[config.mk]
export PLATFORM = sky130hd
export DESIGN_NAME = lane_mask_ctrl
export DESIGN_NICKNAME = d
export VERILOG_FILES = /design/src/rtl/lmc_pkg.sv /design/src/rtl/lmc_eval.sv /design/src/rtl/lmc_zero_det.sv /design/src/rtl/lmc_regs.sv /design/src/rtl/lane_mask_ctrl.sv
export SDC_FILE = /design/constraint.sdc
export NUM_CORES = 1
export LEC_CHECK = 0
export ABC_CLOCK_PERIOD_IN_PS = 3100
export CAP_MARGIN = 10
export CELL_PAD_IN_SITES_DETAIL_PLACEMENT = 1
export CELL_PAD_IN_SITES_GLOBAL_PLACEMENT = 1
export CORE_UTILIZATION = 40
export DETAILED_ROUTE_END_ITERATION = 16
export DONT_BUFFER_PORTS = 1
export PLACE_DENSITY_LB_ADDON = 0.15
export SYNTH_ARGS = -nofsm -noshare
export SYNTH_HDL_FRONTEND = slang
export SYNTH_SLANG_ARGS = --single-unit
[constraint.sdc]
create_clock -name clk -period 3.1 [get_ports clk]
set_input_delay 0.31 -clock clk [delete_from_list [all_inputs] [get_ports clk]]
set_output_delay 0.31 -clock clk [all_outputs]
set_load 0.05 [all_outputs]
[src/rtl/lmc_pkg.sv]
`timescale 1ns/1ps
package lmc_pkg;

  localparam int OPW = 4;

  typedef enum logic [OPW-1:0] {
    OP_NONE      = 4'd0,
    OP_IF        = 4'd1,
    OP_IF_SIMPLE = 4'd2,
    OP_ELSE      = 4'd3,
    OP_ENDIF     = 4'd4,
    OP_BREAK     = 4'd5,
    OP_IF_BRK    = 4'd6,
    OP_ELSE_BRK  = 4'd7,
    OP_LOOP      = 4'd8,
    OP_LOAD      = 4'd9
  } lmc_op_e;

endpackage

[src/rtl/lmc_eval.sv]
`timescale 1ns/1ps
module lmc_eval
  import lmc_pkg::*;
#(
  parameter int LANES = 64
) (
  input  logic             valid,
  input  logic [OPW-1:0]   op,
  input  logic [LANES-1:0] cur_mask,
  input  logic [LANES-1:0] opnd_a,
  input  logic [LANES-1:0] opnd_b,
  output logic [LANES-1:0] nxt_mask,
  output logic [LANES-1:0] nxt_result,
  output logic             skip_eligible,
  output logic             loop_op
);

  // Lanes that stay active once the condition is applied.
  function automatic logic [LANES-1:0] f_narrow(input logic [LANES-1:0] m,
                                                input logic [LANES-1:0] c);
    return m & c;
  endfunction

  // Lanes that were active but were switched off by the narrowing.
  function automatic logic [LANES-1:0] f_dropped(input logic [LANES-1:0] m_old,
                                                 input logic [LANES-1:0] m_new);
    return m_old ^ m_new;
  endfunction

  // Else side: merge in the saved lanes, then remove the ones already run.
  function automatic logic [LANES-1:0] f_flip(input logic [LANES-1:0] m,
                                              input logic [LANES-1:0] s);
    logic [LANES-1:0] merged;
    merged = m | s;
    return merged ^ m;
  endfunction

  function automatic logic [LANES-1:0] f_merge(input logic [LANES-1:0] m,
                                               input logic [LANES-1:0] s);
    return m | s;
  endfunction

  function automatic logic [LANES-1:0] f_prune(input logic [LANES-1:0] m,
                                               input logic [LANES-1:0] brk);
    return m & ~brk;
  endfunction

  logic [LANES-1:0] narrowed;
  assign narrowed = f_narrow(cur_mask, opnd_a);

  always_comb begin
    nxt_mask      = cur_mask;
    nxt_result    = '0;
    skip_eligible = 1'b0;
    loop_op       = 1'b0;
    if (valid) begin
      case (op)
        OP_IF: begin
          nxt_mask      = narrowed;
          nxt_result    = f_dropped(cur_mask, narrowed);
          skip_eligible = 1'b1;
        end
        OP_IF_SIMPLE: begin
          nxt_mask      = narrowed;
          nxt_result    = cur_mask;
          skip_eligible = 1'b1;
        end
        OP_ELSE: begin
          nxt_mask      = f_flip(cur_mask, opnd_a);
          nxt_result    = cur_mask;
          skip_eligible = 1'b1;
        end
        OP_ENDIF: begin
          nxt_mask   = f_merge(cur_mask, opnd_a);
          nxt_result = f_merge(cur_mask, opnd_a);
        end
        OP_BREAK: begin
          nxt_result = f_merge(cur_mask, opnd_a);
        end
        OP_IF_BRK, OP_ELSE_BRK: begin
          nxt_result = opnd_a | opnd_b;
        end
        OP_LOOP: begin
          nxt_mask   = f_prune(cur_mask, opnd_a);
          nxt_result = f_prune(cur_mask, opnd_a);
          loop_op    = 1'b1;
        end
        OP_LOAD: begin
          nxt_mask   = opnd_a;
          nxt_result = opnd_a;
        end
        default: begin
          nxt_mask   = cur_mask;
          nxt_result = '0;
        end
      endcase
    end
  end

endmodule

[src/rtl/lmc_zero_det.sv]
`timescale 1ns/1ps
module lmc_zero_det #(
  parameter int W     = 64,
  parameter int SLICE = 16
) (
  input  logic [W-1:0] vec,
  output logic         all_zero
);

  localparam int NSL  = (W + SLICE - 1) / SLICE;
  localparam int PADW = NSL * SLICE;

  logic [PADW-1:0] padded;
  logic [NSL-1:0]  slice_any;

  assign padded = PADW'(vec);

  for (genvar gi = 0; gi < NSL; gi++) begin : g_slice
    assign slice_any[gi] = |padded[gi*SLICE +: SLICE];
  end

  assign all_zero = ~|slice_any;

endmodule

[src/rtl/lmc_regs.sv]
`timescale 1ns/1ps
module lmc_regs #(
  parameter int LANES = 64
) (
  input  logic             clk,
  input  logic             rst_n,
  input  logic             load,
  input  logic [LANES-1:0] nxt_mask,
  input  logic [LANES-1:0] nxt_result,
  input  logic             skip_in,
  input  logic             loop_in,
  output logic [LANES-1:0] mask_q,
  output logic [LANES-1:0] result_q,
  output logic             valid_q,
  output logic             skip_q,
  output logic             loop_q
);

  always_ff @(posedge clk or negedge rst_n) begin
    if (!rst_n) begin
      mask_q   <= '1;
      result_q <= '0;
    end else if (load) begin
      mask_q   <= nxt_mask;
      result_q <= nxt_result;
    end
  end

  always_ff @(posedge clk or negedge rst_n) begin
    if (!rst_n) begin
      valid_q <= 1'b0;
      skip_q  <= 1'b0;
      loop_q  <= 1'b0;
    end else begin
      valid_q <= load;
      skip_q  <= load & skip_in;
      loop_q  <= load & loop_in;
    end
  end

endmodule

[src/rtl/lane_mask_ctrl.sv]
`timescale 1ns/1ps
module lane_mask_ctrl
  import lmc_pkg::*;
#(
  parameter int LANES  = 64,
  parameter int ZSLICE = 16
) (
  input  logic             clk,
  input  logic             rst_n,
  input  logic             cmd_valid,
  input  logic [OPW-1:0]   cmd_op,
  input  logic [LANES-1:0] cmd_a,
  input  logic [LANES-1:0] cmd_b,
  output logic [LANES-1:0] lane_mask,
  output logic             rsp_valid,
  output logic [LANES-1:0] rsp_result,
  output logic             rsp_skip,
  output logic             rsp_loop
);

  logic [LANES-1:0] ev_nxt_mask;
  logic [LANES-1:0] ev_nxt_result;
  logic             ev_skip_eligible;
  logic             ev_loop_op;
  logic             ev_new_zero;
  logic             ev_skip;
  logic             ev_loop;

  lmc_eval #(.LANES(LANES)) u_eval (
    .valid         (cmd_valid),
    .op            (cmd_op),
    .cur_mask      (lane_mask),
    .opnd_a        (cmd_a),
    .opnd_b        (cmd_b),
    .nxt_mask      (ev_nxt_mask),
    .nxt_result    (ev_nxt_result),
    .skip_eligible (ev_skip_eligible),
    .loop_op       (ev_loop_op)
  );

  lmc_zero_det #(.W(LANES), .SLICE(ZSLICE)) u_zero (
    .vec      (ev_nxt_mask),
    .all_zero (ev_new_zero)
  );

  assign ev_skip = ev_skip_eligible & ev_new_zero;
  assign ev_loop = ev_loop_op & ~ev_new_zero;

  lmc_regs #(.LANES(LANES)) u_regs (
    .clk        (clk),
    .rst_n      (rst_n),
    .load       (cmd_valid),
    .nxt_mask   (ev_nxt_mask),
    .nxt_result (ev_nxt_result),
    .skip_in    (ev_skip),
    .loop_in    (ev_loop),
    .mask_q     (lane_mask),
    .result_q   (rsp_result),
    .valid_q    (rsp_valid),
    .skip_q     (rsp_skip),
    .loop_q     (rsp_loop)
  );

endmodule

; ---- After elaboration in Yosys (flattened, before gate mapping)
; Index checks and enable logic that the tools add are counted.
[op_classes]
n_eq_ne = 9
n_mux = 7
n_bitwise = 11
n_reduce_logical = 7
[ops]
columns = cell, n
row1 = 64-bit one-hot mux with 6 select lines, 1
row2 = 64-bit one-hot mux with 5 select lines, 1
row3 = 64-bit bitwise AND, 2
row4 = 64-bit OR, 2
row5 = 64-bit bitwise XOR, 2
row6 = 64-bit 2-to-1 mux, 1
row7 = 64-bit NOT, 1
row8 = 64-bit OR reduction, 1
row9 = "4-bit by 3-bit equality test with 1-bit output, second input constant", 4
row10 = "4-bit by 2-bit equality test with 1-bit output, second input constant", 2
row11 = "4-bit equality test, second input constant", 2
row12 = 2-bit OR reduction, 4
row13 = 1-bit bitwise AND, 4
row14 = "4-bit by 1-bit equality test with 1-bit output, second input constant", 1
row15 = 1-bit 2-to-1 mux, 4
row16 = 3-bit OR reduction, 1
row17 = 1-bit logical NOT, 1
[totals]
register_bits = 131
input_bits = 135
output_inout_bits = 131
word_cells = 39

; ---- Longest topological paths before layout
; Gate-level depths: netlist of the first run.
[logic_depth]
ltp_word = 8
mapped_depth = 14
ltp_nobuf = 8

; ---- By module
; From an unflattened synthesis of the first run, not the netlist that was laid out.
[hier_totals]
hier_cells = 1361
hier_area_um2 = 11009.3
[modules_own_cells]
columns = mod, n_inst, cells_per_inst, area_each_um2, seq_area_each_um2
row1 = lmc_eval, 1, 1063, 5901.9, 0.0
row2 = lmc_regs, 1, 275, 4947.2, 3358.2
row3 = lmc_zero_det, 1, 21, 143.9, 0.0
row4 = lane_mask_ctrl, 1, 2, 16.3, 0.0

; ---- Least setup slack after synthesis of the first run
; No wires, ideal clock.
[synth_timing]
path_type = input port to flip-flop
from = in cmd_op[3]
to = reg u_regs.loop_q
setup_ns = 0.119
t_arrival_ns = 3.014
required_ns = 2.981
setup_slack_ns = -0.033
cell_stages = 11
path_buffers = 3
path_cell_list = buf_6 > or2_0 > buf_2 > a211oi_2 > nor2_1 > buf_6 > a32o_1 > or4_1 > or4b_1 > or4_1 > o21a_1
[synth_between]
elab_chain_len = 7
word_cells_on_any_way = 14
classes_between = eq/ne: 6 / mux: 4 / bitwise: 2 / reduce/logical: 2
[synth_rtl]
columns = element, line_no
row1 = "start, declared", lane_mask_ctrl.sv:11  ; input logic [OPW-1:0] cmd_op,
row2 = 4-bit by 1-bit equality test with 1-bit output / 4-bit by 2-bit equality test with 1-bit output (equally long branches), lmc_eval.sv:57  ; case (op)
row3 = 2-bit OR reduction (no line), n/a
row4 = 64-bit one-hot mux with 5 select lines, lmc_eval.sv:57
row5 = 64-bit 2-to-1 mux, lmc_eval.sv:56  ; if (valid) begin
row6 = 64-bit OR reduction, lmc_zero_det.sv:22  ; assign all_zero = ~|slice_any;
row7 = 1-bit bitwise AND *, lane_mask_ctrl.sv:47  ; assign ev_loop = ev_loop_op & ~ev_new_zero;
row8 = 1-bit bitwise AND *, lmc_regs.sv:37  ; loop_q <= load & loop_in;
row9 = "end signal, assigned", lmc_regs.sv:37
row10 = "end, declared", lmc_regs.sv:16  ; output logic loop_q
; Mark *: on every way between the ends. The rest lies on a longest branch, timed or not.
; A chain may end at the register's enable or synchronous reset.

; ---- Final worst setup path of the first run
[layout_timing]
from = reg u_regs.mask_q[20]
to = reg u_regs.loop_q
[layout_between]
elab_chain_len = 7
word_cells_on_any_way = 9
classes_between = mux: 2 / bitwise: 6 / reduce/logical: 1
[layout_rtl]
columns = element, line_no
row1 = "start, declared", lmc_regs.sv:12  ; output logic [LANES-1:0] mask_q,
row2 = "start signal, assigned", lmc_regs.sv:24  ; mask_q <= nxt_mask;
row3 = 64-bit OR, "lmc_eval.sv:34, lmc_eval.sv:40"
row4 = 64-bit bitwise XOR, lmc_eval.sv:35  ; return merged ^ m;
row5 = 64-bit one-hot mux with 5 select lines, lmc_eval.sv:57
row6 = 64-bit 2-to-1 mux *, lmc_eval.sv:56
row7 = 64-bit OR reduction *, lmc_zero_det.sv:22
row8 = 1-bit bitwise AND *, lane_mask_ctrl.sv:47
row9 = 1-bit bitwise AND *, lmc_regs.sv:37
; Marked as above.

==> out/results.tsv, run 1 <==
stage	metric	value	unit
outcome	status	finished with violations	
outcome	violations	hold timing	
power	peakVddDrop	0.0003655	V
worst_hold_path	hp-class	input port to async pin	
synth	async_reset_ff_share	100.0	%
global_route	track_usage	33.69	%
setup_path	r2r_start	u_regs.mask_q[20]$_DFFE_PN1P_	
cts	ctsHoldBuffers	4	
setup_path	worstReg2RegEnd	u_regs.loop_q$_DFF_PN0_	
final_layout	fin_cells	1545	
routing	drt_iter0_drc	996	
power	swShare	37.57	%
floorplanning	die_area	25890	µm²
synth	synthFlopType	dfrtp_1	
setup_path	required	3.42	ns
setup_path	r2r_slack	0.15	ns
routing	drc_errors	0	
synth	synth_area	10100	µm²
timing	slew_headroom	35.73	%
cts	cts_buffers	17	
timing	worst_slack	0.1475	ns
final_layout	syn_to_final_growth	11.47	%
cts	cts_tree	done	
synth	ys_types	60	
timing	tightest_slew	0.9618	ns
synth	syn_nets	1389	
floorplanning	rows	57	
global_route	grt_pass1_vias	10760	
synth	netlist_instances	1254	
floorplanning	io_pins	266	
final_layout	fin_util	45.89	%
cts	cts_sinks	131	
synth	seq_area_frac_synth	33.25	%
timing	fmax	0.3387	GHz
setup_path	end_kind	register	
placement	dp_hpwl	28770	µm
global_route	grt_overflow_total	0	
global_route	grt_pass1_wl	67280	µm
floorplanning	initial_utilization	41.17	%
setup_path	crit_path_max_fanout	6	
power	pwr-share-clk	36.6	%
setup_path	setup.worst_path.class	register to register	
power	report.power.total	6.057	mW
timing	tns	0	ns
synth	post_synth.cell_area_avg	8.054	µm²
timing	rsz0062_at_grt	no	
placement	port_buffers	0	
synth	synth_warnings	0	
floorplanning	core_area	24530	µm²
cts	htreeDepth	4	
timing	fin_crit	2.952	ns
placement	pre_cts_ws	0.01249	ns
cts	cts.repair.resized	0	
synth	synth_enable_flop_cells	0	
synth	ys_ff_latch	131	
floorplanning	die_width	160.9	µm
cts	insertion_delay	0.44	ns
setup_path	rr_worst_depth	7	
timing	slew_viol_final	0	
timing	hold_violations	131	
power	power_density	538.0	nW/µm²
placement	gp_congestion	0.8335	
cts	root_buffer	clkbuf_16	
power	power_frac_seq	43.9	%
cts	clkTransAtPathRegs	0.06	ns
routing	routedWlPerCell	28.39	µm
setup_path	cp.arrival	3.27	ns
final_layout	final_layout_size_suffix_gt1_share	19.67	%
timing	hold_ws	-0.4353	ns
global_route	antenna_found_initial	0	
cts	postCtsSetupRepairBufs	0	
global_route	grt_max_degree	132	
placement	dp_cells	1508	
timing	fin_skew	0.01062	ns
routing	dr.pass1.iters	5	
routing	via_per_inst	6.995	
job	drv_cap	0	
power	switchingPower	2.276	mW
power	comb_power_share	19.5	%
routing	routed_wl	43860	µm
routing	drtAntennaViolNets	0	
floorplanning	fp.dieH	160.9	µm
timing	setup_viol	0	
power	p_int	3.781	mW
routing	vias	10810	
power	leakagePower	4.094	nW
timing	period_share	95.24	%
final_layout	nets	1342	
setup_path	critPathLaunchType	register	
cts	cts.path.max_buffers	2	
-- cells in the final DEF (no fill, tap or decap), types with 5 or more instances in the layout --
cell,count
inv_1,14
dfrtp_1,67
a32o_1,21
a32oi_1,8
o22ai_1,24
o21ai_0,139
clkbuf_16,17
o31ai_1,33
a211o_1,12
nand2b_1,61
o211ai_1,29
a21o_1,8
buf_4,58
o221ai_1,31
a31oi_1,29
a311oi_1,7
nor4_1,5
o221a_2,45
nand3_1,23
buf_12,7
o2111ai_1,6
a211oi_1,16
o2bb2ai_1,69
nor3_1,7
or2_2,20
dfstp_2,64
clkinv_2,6
a21oi_1,99
a21boi_0,8
nor2b_1,15
nand2_1,33
nor2_1,152
or3_1,14
-- routing by layer --
layer | share of wire (%) | track usage, % | up-vias
met3 | 7.1 | 6.379 | 58
met4 | 2.6 | 11.45 | 0
li1 | - | - | 4746
met1 | 45 | 46.53 | 5545
met5 | 0 | 0 | -
met2 | 45 | 52.61 | 458
-- area by class of cell --
cell class	instances	area, µm²
Fill cell	2932	13280
Multi-Input combinational cell	973	6207
Tap cell	324	405.4
Clock buffer	21	450.4
Timing Repair Buffer	69	615.6
Antenna cell	1	2.502
Sequential cell	131	3358
Clock inverter	11	161.4
Inverter	15	57.56
-- power by group through the flow --
| stage | sequential (mW) | clock [mW] | combinational (mW) |
|---|---|---|---|
| global placement | 2.67 | 0 | 1.13 |
| detailed placement | 2.68 | 0 | 1.15 |
| CTS | 2.66 | 2.23 | 1.17 |
| finish | 2.66 | 2.22 | 1.18 |
| floorplan | 2.65 | 0 | 0.779 |
| global route | 2.69 | 2.29 | 1.27 |
-- sequential cells by signal (all words and copies together) (netlist names) --
signal,flops
u_regs.skip_q,1
u_regs.loop_q,1
u_regs.valid_q,1
u_regs.mask_q,64
u_regs.result_q,64
-- synthesized netlist by cell type (8+ instances only) --
cell       count  area, µm²
a32o_1        21      210.2
nor2b_1       15      93.84
o221a_2       45      506.7
a211oi_1      16      120.1
nor2_1       154      578.1
a32oi_1        8      70.07
clkbuf_1     107      401.6
a21o_1         8      60.06
dfrtp_1       67       1677
inv_1         15      56.30
a21boi_0       8      60.06
buf_1         14      52.55
a21oi_1      100      500.5
a31oi_1       29      181.4
o31ai_1       33      247.7
o2bb2ai_1     69      604.3
nand2_1       34      127.6
o221ai_1      31      271.5
buf_2         12      60.06
or2_2         20      125.1
a211o_1       12      105.1
o211ai_1      29      217.7
o22ai_1       24      150.1
or3_1         14      87.58
o21ai_0      139      695.7
dfstp_2       64       1682
nand2b_1      63      394.1
nand3_1       23      115.1
-- metrics by stage --
stage	cell area (µm²)	hold WS, ns
floorplan	10100	0.01441
global placement	10600	0.01784
detailed placement	10600	0.02033
CTS	11260	-0.4491
global route	11260	-0.4468
finish	11260	-0.4353
-- worst max path at each step --
stage / startpoint / endpoint / slack, ns / cells past startpoint
after floorplan: cmd_op[3] / u_regs.loop_q$_DFF_PN0_ / -0.03 / 11
after global placement: cmd_op[0] / u_regs.loop_q$_DFF_PN0_ / 0.05 / 9
after detailed placement: cmd_op[0] / u_regs.loop_q$_DFF_PN0_ / 0.01 / 9
after CTS: u_regs.mask_q[24]$_DFFE_PN1P_ / u_regs.loop_q$_DFF_PN0_ / 0.14 / 8
after global routing: u_regs.mask_q[24]$_DFFE_PN1P_ / u_regs.loop_q$_DFF_PN0_ / 0.02 / 8
final: u_regs.mask_q[20]$_DFFE_PN1P_ / u_regs.loop_q$_DFF_PN0_ / 0.15 / 7
-- critical path, stage by stage, from the launching register on --
cell      delay (ns)
dfstp_2         0.61
or3_1           0.14
o211ai_1        0.12
a32o_1          0.32
or4_1           0.52
or4b_1          0.52
or4_4           0.43
o21a_1          0.19
-- cells by family (layout without fill, tap and decap cells) --
kind of cell              Yosys count  count (layout)  share of synthesized area [%]
AOI/OAI and AO/OA                 609             609                          42.84
xor gates and xnor gates            2               2                         0.1735
buffers and inverters             150             116                          5.872
DFF                               131             131                          33.25
other                               0               1                              0
and+or+nand+nor                   362             362                          17.86
Note: power is estimated with default switching activity, not from simulation.
==> run 2, diff against run 1 <==
- ABC_CLOCK_PERIOD_IN_PS: 3100 -> 3400
- clock period: 3.1 -> 3.4 ns (I/O delays scaled with it)
==> run 2 against run 1 <==
  * Highest routed layer unchanged
  * First-iteration DRC count grew 1.7%
  * Count of clock-buffer cells in the layout shrank 1
  * Worst setup slack gained 0.25 ns
  * Final cell count shrank 1.2%
  * Utilization shrank 0.65 points
  * Sequential cell count is the same
  * Routed wire length is essentially flat
  * Critical endpoint unchanged
  * The run now ends clean
==> out/results.tsv, run 2 (same netlist as run 1, synthesis figures left out) <==
stage	metric	value	unit	change
outcome	status	complete, no violations		
final_layout	multi_input_area	6203	µm²	about the same
routing	routed_wl	43830	µm	about the same
routing	drt_iter0_drc	1013		+1.7%
cts	cts.path.max_buffers	2		unchanged
global_route	track_usage	33.50	%	-0.19 points
setup_path	critPathLaunchType	register		
global_route	grt_overflow_total	0		unchanged
timing	fmax	0.3326	GHz	-1.8%
routing	drtAntennaViolNets	0		unchanged
cts	insertion_delay	0.43	ns	about the same
power	swShare	38.78	%	+1.2 points
job	drv_cap	0		unchanged
floorplanning	fp.dieH	160.9	µm	unchanged
worst_hold_path	hp-class	input port to register		
timing	hold_violations	0		-100%
power	comb_power_share	18.5	%	-1.0 points
floorplanning	core_area	24530	µm²	unchanged
cts	htreeDepth	4		unchanged
timing	setup_viol	0		unchanged
timing	fin_skew	0.01161	ns	+0.0009951 ns
setup_path	cpLargestDelayFamily	simple AND/OR/NAND/NOR gates		
final_layout	syn_to_final_growth	9.886	%	
final_layout	stdcell_area	11100	µm²	-1.4%
power	pwr-share-clk	36.0	%	-0.6 points
setup_path	end_kind	register		
setup_path	required	3.72	ns	+0.30 ns
setup_path	cp.buffers_inverters	0		unchanged
floorplanning	initial_utilization	41.17	%	unchanged
power	peakVddDrop	0.0002519	V	-31%
final_layout	reg_top3	u_regs.mask_q (64), u_regs.result_q (64)		
timing	tightest_slew	1.040	ns	+0.07837 ns
routing	drc_errors	0		unchanged
cts	cts_buffers	17		unchanged
placement	dp_hpwl	28940	µm	+0.58%
setup_path	setup.worst_path.class	register to register		
power	switchingPower	2.119	mW	-6.9%
power	power_frac_seq	45.5	%	+1.6 points
routing	routedWlPerCell	28.72	µm	+1.2%
power	power_density	492.3	nW/µm²	-8.5%
cts	postCtsSetupRepairBufs	0		unchanged
setup_path	crit_path_frequent_cell	or4_1		
timing	tns	0	ns	unchanged
setup_path	path_cells	nand2b_1 -> a211oi_1 -> a311oi_1 -> o31ai_1 -> or4_1 -> or4b_1 -> or4_1 -> o21a_1		
global_route	grt_pass1_vias	10550		-2.0%
routing	dr.pass1.iters	6		+1
timing	period_share	88.43	%	-6.8 points
floorplanning	die_width	160.9	µm	unchanged
global_route	grt_pass1_wl	66630	µm	-0.96%
floorplanning	die_area	25890	µm²	unchanged
timing	rsz0062_at_grt	no		
timing	hold_ws	0.03082	ns	+0.4661 ns
setup_path	crit_path_max_fanout	6		unchanged
final_layout	nFillCells	2931		-0.034%
timing	slew_viol_final	0		unchanged
cts	clkTransAtPathRegs	0.06	ns	about the same
cts	cts_tree	done		
cts	root_buffer	clkbuf_16		
global_route	grt_max_degree	132		unchanged
floorplanning	io_pins	266		unchanged
placement	gp_congestion	0.8541		+2.5%
placement	dp_cells	1491		-1.1%
cts	cts.repair.resized	0		unchanged
power	p_int	3.345	mW	-12%
final_layout	mostFrequentLayoutCells	nor2_1 (152), o21ai_0 (139), a21oi_1 (99), o2bb2ai_1 (69), dfrtp_1 (67)		
placement	placed_area	10450	µm²	-1.5%
final_layout	seq_area	3358	µm²	unchanged
final_layout	final_layout_size_suffix_gt1_share	18.64	%	-1.0 points
setup_path	cp_slowest_cell	dfstp_2		
routing	vias	10700		-0.96%
final_layout	nets	1324		-1.3%
timing	slew_headroom	30.51	%	-5.2 points
cts	cts_sinks	131		unchanged
routing	via_per_inst	7.014		+0.27%
final_layout	layout_commonest_cell	nor2_1		
final_layout	fin_cells	1526		-1.2%
power	leakagePower	3.986	nW	-2.7%
placement	port_buffers	0		unchanged
final_layout	diodes	0		-1
global_route	antenna_found_initial	0		unchanged
setup_path	cpPeakStageDelay	0.62	ns	about the same
floorplanning	rows	57		unchanged
timing	fin_crit	3.007	ns	+0.05417 ns
setup_path	cp.arrival	3.32	ns	+0.05 ns
==> run 2: power groups by stage <==
stage / Sequential, mW / Clock (mW) / Combinational (mW)
after floorplan: 2.42 / 0 / 0.707
after global placement: 2.50 / 0 / 0.933
after detailed placement: 2.50 / 0 / 0.956
after CTS: 2.48 / 1.99 / 1.01
after global routing: 2.51 / 2.05 / 1.10
final: 2.49 / 1.97 / 1.01
==> run 2: what timing repair did <==
action | in CTS | in global routing
hold endpoints to repair | 132 | 0
hold buffers | 3 | 0
endpoints found under the setup margin | 0 | 0
==> run 2: routing by layer <==
metal | routed length (µm) | track usage, %
met1 | 19580 | 46.91
met2 | 19340 | 50.57
met3 | 4032 | 8.523
met4 | 882 | 9.734
met5 | 0 | 0
==> run 2: path summary, 6_finish.rpt <==
kind                            slack, ns  cells past startpoint                              end                           from
worst min-delay path                 0.03                      2     u_regs.mask_q[0]$_DFFE_PN1P_                       cmd_a[0]
worst max-delay path                 0.39                      8          u_regs.loop_q$_DFF_PN0_   u_regs.mask_q[1]$_DFFE_PN1P_
worst min register to register       0.54                      2    u_regs.mask_q[47]$_DFFE_PN1P_  u_regs.mask_q[47]$_DFFE_PN1P_
max in group asynchronous            2.19                      2  u_regs.result_q[43]$_DFFE_PN0P_                          rst_n
worst max register to register       0.39                      8          u_regs.loop_q$_DFF_PN0_   u_regs.mask_q[1]$_DFFE_PN1P_
min in group asynchronous            0.58                      2  u_regs.result_q[38]$_DFFE_PN0P_                          rst_n
==> run 2: metrics by stage <==
stage	setup WS, ns	utilization [%]	total power, mW
final	0.3933	45.24	5.464
after CTS	0.3800	45.24	5.472
after global placement	0.2340	42.58	3.430
after detailed placement	0.1699	42.58	3.459
after floorplan	0.2368	-	3.128
after global routing	0.2626	45.24	5.658
==> run 2: cell type report <==
cell class | instances | share of cell area, %
Clock buffer | 20 | 4.025
Clock inverter | 12 | 1.409
Timing Repair Buffer | 51 | 4.239
Tap cell | 324 | 3.653
Inverter | 15 | 0.5186
Sequential cell | 131 | 30.26
Multi-Input combinational cell | 973 | 55.90
==> run 3, diff against run 2 <==
--- a/config.mk
+++ b/config.mk
@@ -6,4 +6,5 @@
 export NUM_CORES = 1
 export LEC_CHECK = 0
+export ABC_AREA = 1
 export ABC_CLOCK_PERIOD_IN_PS = 3400
 export CAP_MARGIN = 10
@@ -13,4 +14,5 @@
 export DETAILED_ROUTE_END_ITERATION = 16
 export DONT_BUFFER_PORTS = 1
+export MAX_ROUTING_LAYER = met4
 export PLACE_DENSITY_LB_ADDON = 0.15
 export SYNTH_ARGS = -nofsm -noshare
==> constraint.sdc (replaced) <==
create_clock -name clk -period 3.4 [get_ports clk]
set_input_delay 0.34 -clock clk [delete_from_list [all_inputs] [get_ports clk]]
set_output_delay 0.34 -clock clk [all_outputs]
set_load 0.005 [all_outputs]
==> run 3 against run 2 <==
  * Final cell count grew 52%
  * Sequential share of layout area down 2.9 points
  * Maximum frequency increased by 27%
  * Synthesized cell count increased by 58%
  * Clock skew down 0.0026 ns
  * Die area is 12% higher
  * Sequential power shrank 2%
  * Count of clock-buffer cells in the layout up 7
  * Routed wire length up 5.2%
  * Hold slack lost 0.019 ns
  * Power grew 6.1%
==> out/results.tsv, run 3 <==
stage	metric	value	unit	change
synth	synth_warnings	0		unchanged
floorplanning	die_area	28990	µm²	+12%
synth	netlist_instances	1984		+58%
timing	hold_violations	0		unchanged
worst_hold_path	hold_depth	1		-1
global_route	track_usage	33.12	%	-0.38 points
final_layout	final_layout_size_suffix_gt1_share	8.932	%	-9.7 points
global_route	grt_overflow_total	0		unchanged
setup_path	end_kind	register		
final_layout	fin_cells	2326		+52%
synth	synth_xor_area_share	0	%	-0.17 points
setup_path	required	3.72	ns	about the same
cts	cts_buffers	17		unchanged
synth	ys_ff_latch	131		unchanged
routing	drc_errors	0		unchanged
job	drv_cap	0		unchanged
cts	cts_tree	done		
placement	dp_cells	2291		+54%
routing	drt_iter0_drc	749		-26%
timing	fmax	0.4209	GHz	+27%
synth	synth_top_area_cell	nand2_1		
synth	synthFlopType	dfrtp_1		
outcome	status	complete, no violations		
timing	rsz0062_at_grt	no		
synth	synth_enable_flop_cells	0		unchanged
routing	via_per_inst	5.542		-21%
floorplanning	initial_utilization	40.76	%	-0.41 points
synth	synth_top_family_by_area	simple AND/OR/NAND/NOR gates		
worst_hold_path	hold_path_end	u_regs.result_q[62]$_DFFE_PN0P_		
cts	cts.repair.resized	0		unchanged
power	switchingPower	2.221	mW	+4.8%
setup_path	setup.worst_path.class	input port to register		
cts	cts_sinks	131		unchanged
global_route	antenna_found_initial	0		unchanged
timing	tns	0	ns	unchanged
final_layout	nFillCells	3959		+35%
setup_path	crit_path_frequent_cell	nand2_1		
power	peakVddDrop	0.0003515	V	+40%
placement	gp_congestion	0.8558		+0.20%
power	leakagePower	6.189	nW	+55%
timing	setup_viol	0		unchanged
synth	synth.most_common_cell	nand2_1		
cts	clkTransAtPathRegs	0.06	ns	about the same
synth	async_reset_ff_share	100.0	%	unchanged
setup_path	crit_path_max_fanout	64		+58
cts	postCtsSetupRepairBufs	0		unchanged
timing	fin_skew	0.009028	ns	-0.002584 ns
timing	slew_headroom	43.74	%	+13 points
final_layout	layout_commonest_cell	nand2_1		
synth	synth_top_area_share	21.25	%	+4.6 points
setup_path	cp.arrival	2.69	ns	-0.63 ns
routing	routed_wl	46120	µm	+5.2%
synth	synth.area.mux_share	0.8950	%	+0.90 points
synth	post_synth.cell_area_avg	5.707	µm²	-29%
power	pwr-share-clk	33.1	%	-2.9 points
routing	routedWlPerCell	19.83	µm	-31%
setup_path	r2r_start	u_regs.mask_q[0]$_DFFE_PN1P_		
routing	dr.pass1.iters	5		-1
routing	drtAntennaViolNets	0		unchanged
setup_path	rr_worst_depth	15		+7
synth	synth_compound_area_share	14.03	%	-29 points
final_layout	multi_input_area	6314	µm²	+1.8%
power	power_frac_seq	42.0	%	-3.5 points
cts	root_buffer	clkbuf_16		
final_layout	mostFrequentLayoutCells	nand2_1 (638), inv_1 (302), nor2_1 (256), o21ai_0 (174), nand3_1 (163)		
timing	tightest_slew	0.8419	ns	-0.1983 ns
timing	slew_viol_final	0		unchanged
cts	cts.path.max_buffers	2		unchanged
floorplanning	core_area	27780	µm²	+13%
global_route	grt_max_degree	132		unchanged
cts	ctsHoldBuffers	3		unchanged
setup_path	cpPeakStageDelay	0.50	ns	-0.12 ns
setup_path	r2r_slack	1.44	ns	+1.05 ns
synth	yosys.area_share.simple	40.34	%	+22 points
power	comb_power_share	24.9	%	+6.4 points
final_layout	reg_top3	u_regs.mask_q (64), u_regs.result_q (64)		
final_layout	nets	2070		+56%
synth	seq_area_frac_synth	29.66	%	-3.6 points
power	p_int	3.576	mW	+6.9%
global_route	grt_pass1_wl	72130	µm	+8.2%
cts	insertion_delay	0.43	ns	about the same
global_route	grt_pass1_vias	13190		+25%
floorplanning	fp.dieH	170.3	µm	+5.8%
power	swShare	38.31	%	-0.46 points
final_layout	diodes	0		unchanged
power	power_density	472.0	nW/µm²	-4.1%
floorplanning	rows	61		+7.0%
setup_path	cp_slowest_cell	nor2_2		
synth	synth-adder-area-share	0	%	unchanged
synth	synth_area	11320	µm²	+12%
worst_hold_path	hold_start	cmd_valid		
routing	vias	12890		+20%
placement	dp_hpwl	30450	µm	+5.2%
synth	synth_top_cells_by_count	nand2_1 (641), inv_1 (302), nor2_1 (262)		
setup_path	path_cells	inv_2 -> nor2_2 -> nand2_1 -> nand3_2 -> nand2_4 -> inv_6 -> nand3_1 -> nand2_1 -> nand2_1 -> nor2_1 -> nand2_1 -> nor2_1 -> nand2_1 -> nor2_1 -> nor2_1		
worst_hold_path	hp-class	input port to register		
cts	htreeDepth	4		unchanged
floorplanning	io_pins	266		unchanged
synth	ys_types	26		-57%
synth	syn_nets	2119		+53%
setup_path	critPathLaunchType	input port		
final_layout	seq_area	3358	µm²	unchanged
synth	synth_area_leaders	nand2_1 (21%), dfstp_2 (15%), dfrtp_1 (15%), inv_1 (10%), nor2_1 (8.7%)		
floorplanning	die_width	170.3	µm	+5.8%
timing	fin_crit	2.376	ns	-0.6307 ns
setup_path	worstReg2RegEnd	u_regs.skip_q$_DFF_PN0_		
final_layout	syn_to_final_growth	8.464	%	
placement	port_buffers	0		unchanged
timing	period_share	69.88	%	-19 points
## run 3: changes by cell type after synthesis, moves of 57 or more
cell / before / now
a21oi_1: 100 / 10
clkbuf_1: 107 / 50
inv_1: 15 / 302
nand2_1: 34 / 641
nand2b_1: 63 / 0
nand3_1: 23 / 163
nor2_1: 154 / 262
o2bb2ai_1: 69 / 0
## run 3: worst max-delay path, delay by kind of cell
family / cells / cell delay [ns]
AND/OR/NAND/NOR: 13 / 1.84
buffers and inverters: 2 / 0.47
## run 3: worst max-delay path by stage
stage | startpoint | endpoint | slack, ns | depth (start not counted)
2_1_floorplan | cmd_op[1] | u_regs.loop_q$_DFF_PN0_ | 1.47 | 17
4_1_cts | cmd_op[2] | u_regs.loop_q$_DFF_PN0_ | 1.06 | 15
3_3_place_gp | cmd_op[2] | u_regs.loop_q$_DFF_PN0_ | 0.72 | 15
3_5_place_dp | cmd_op[2] | u_regs.loop_q$_DFF_PN0_ | 0.62 | 15
5_1_grt | cmd_op[2] | u_regs.loop_q$_DFF_PN0_ | 0.79 | 15
6_report | cmd_op[2] | u_regs.loop_q$_DFF_PN0_ | 1.02 | 15
## run 3: final cells by class
class / instances / share of cell area, %
Tap cell: 378 / 3.851
Inverter: 340 / 10.43
Timing Repair Buffer: 25 / 2.241
Sequential cell: 131 / 27.34
Clock inverter: 5 / 0.6316
Multi-Input combinational cell: 1420 / 51.41
Clock buffer: 27 / 4.095
## run 3: stage by stage
step                      setup WS (ns)  util [%]  instance area, µm²  hold slack (ns)  total power [mW]
after detailed placement         0.6155     41.95               11650          0.04878             3.843
final                             1.024     44.21               12280          0.01190             5.797
after global routing             0.7893     44.21               12280         0.004479             6.148
after floorplan                   1.474         -               11320          0.04441             3.333
after global placement           0.7183     41.95               11650          0.04837             3.779
after CTS                         1.059     44.21               12280         0.002024             5.829
## run 3: power groups by stage
stage	Combinational, mW	Sequential, mW	Clock (mW)
5_1_grt	1.66	2.49	2.00
2_1_floorplan	1.06	2.28	0
3_3_place_gp	1.34	2.44	0
6_report	1.44	2.43	1.92
3_5_place_dp	1.39	2.45	0
4_1_cts	1.45	2.43	1.95
## run 3: logic make-up (layout without fill, tap and decap cells)
family | Yosys count | count (layout)
flops | 131 | 131
compound gates | 290 | 290
buf+inv | 433 | 397
simple gates | 1121 | 1121
mux | 9 | 9
## run 3: routing by layer
metal | vias to the layer above | share of wire, % | wire length [µm] | GRT usage [%]
met1 | 6332 | 45 | 20780 | 41.94
met5 | - | 0 | 0 | -
met3 | 68 | 6.7 | 3080 | 6.209
li1 | 6089 | - | - | -
met2 | 401 | 46 | 21440 | 53.97
met4 | 0 | 1.8 | 808 | 8.696
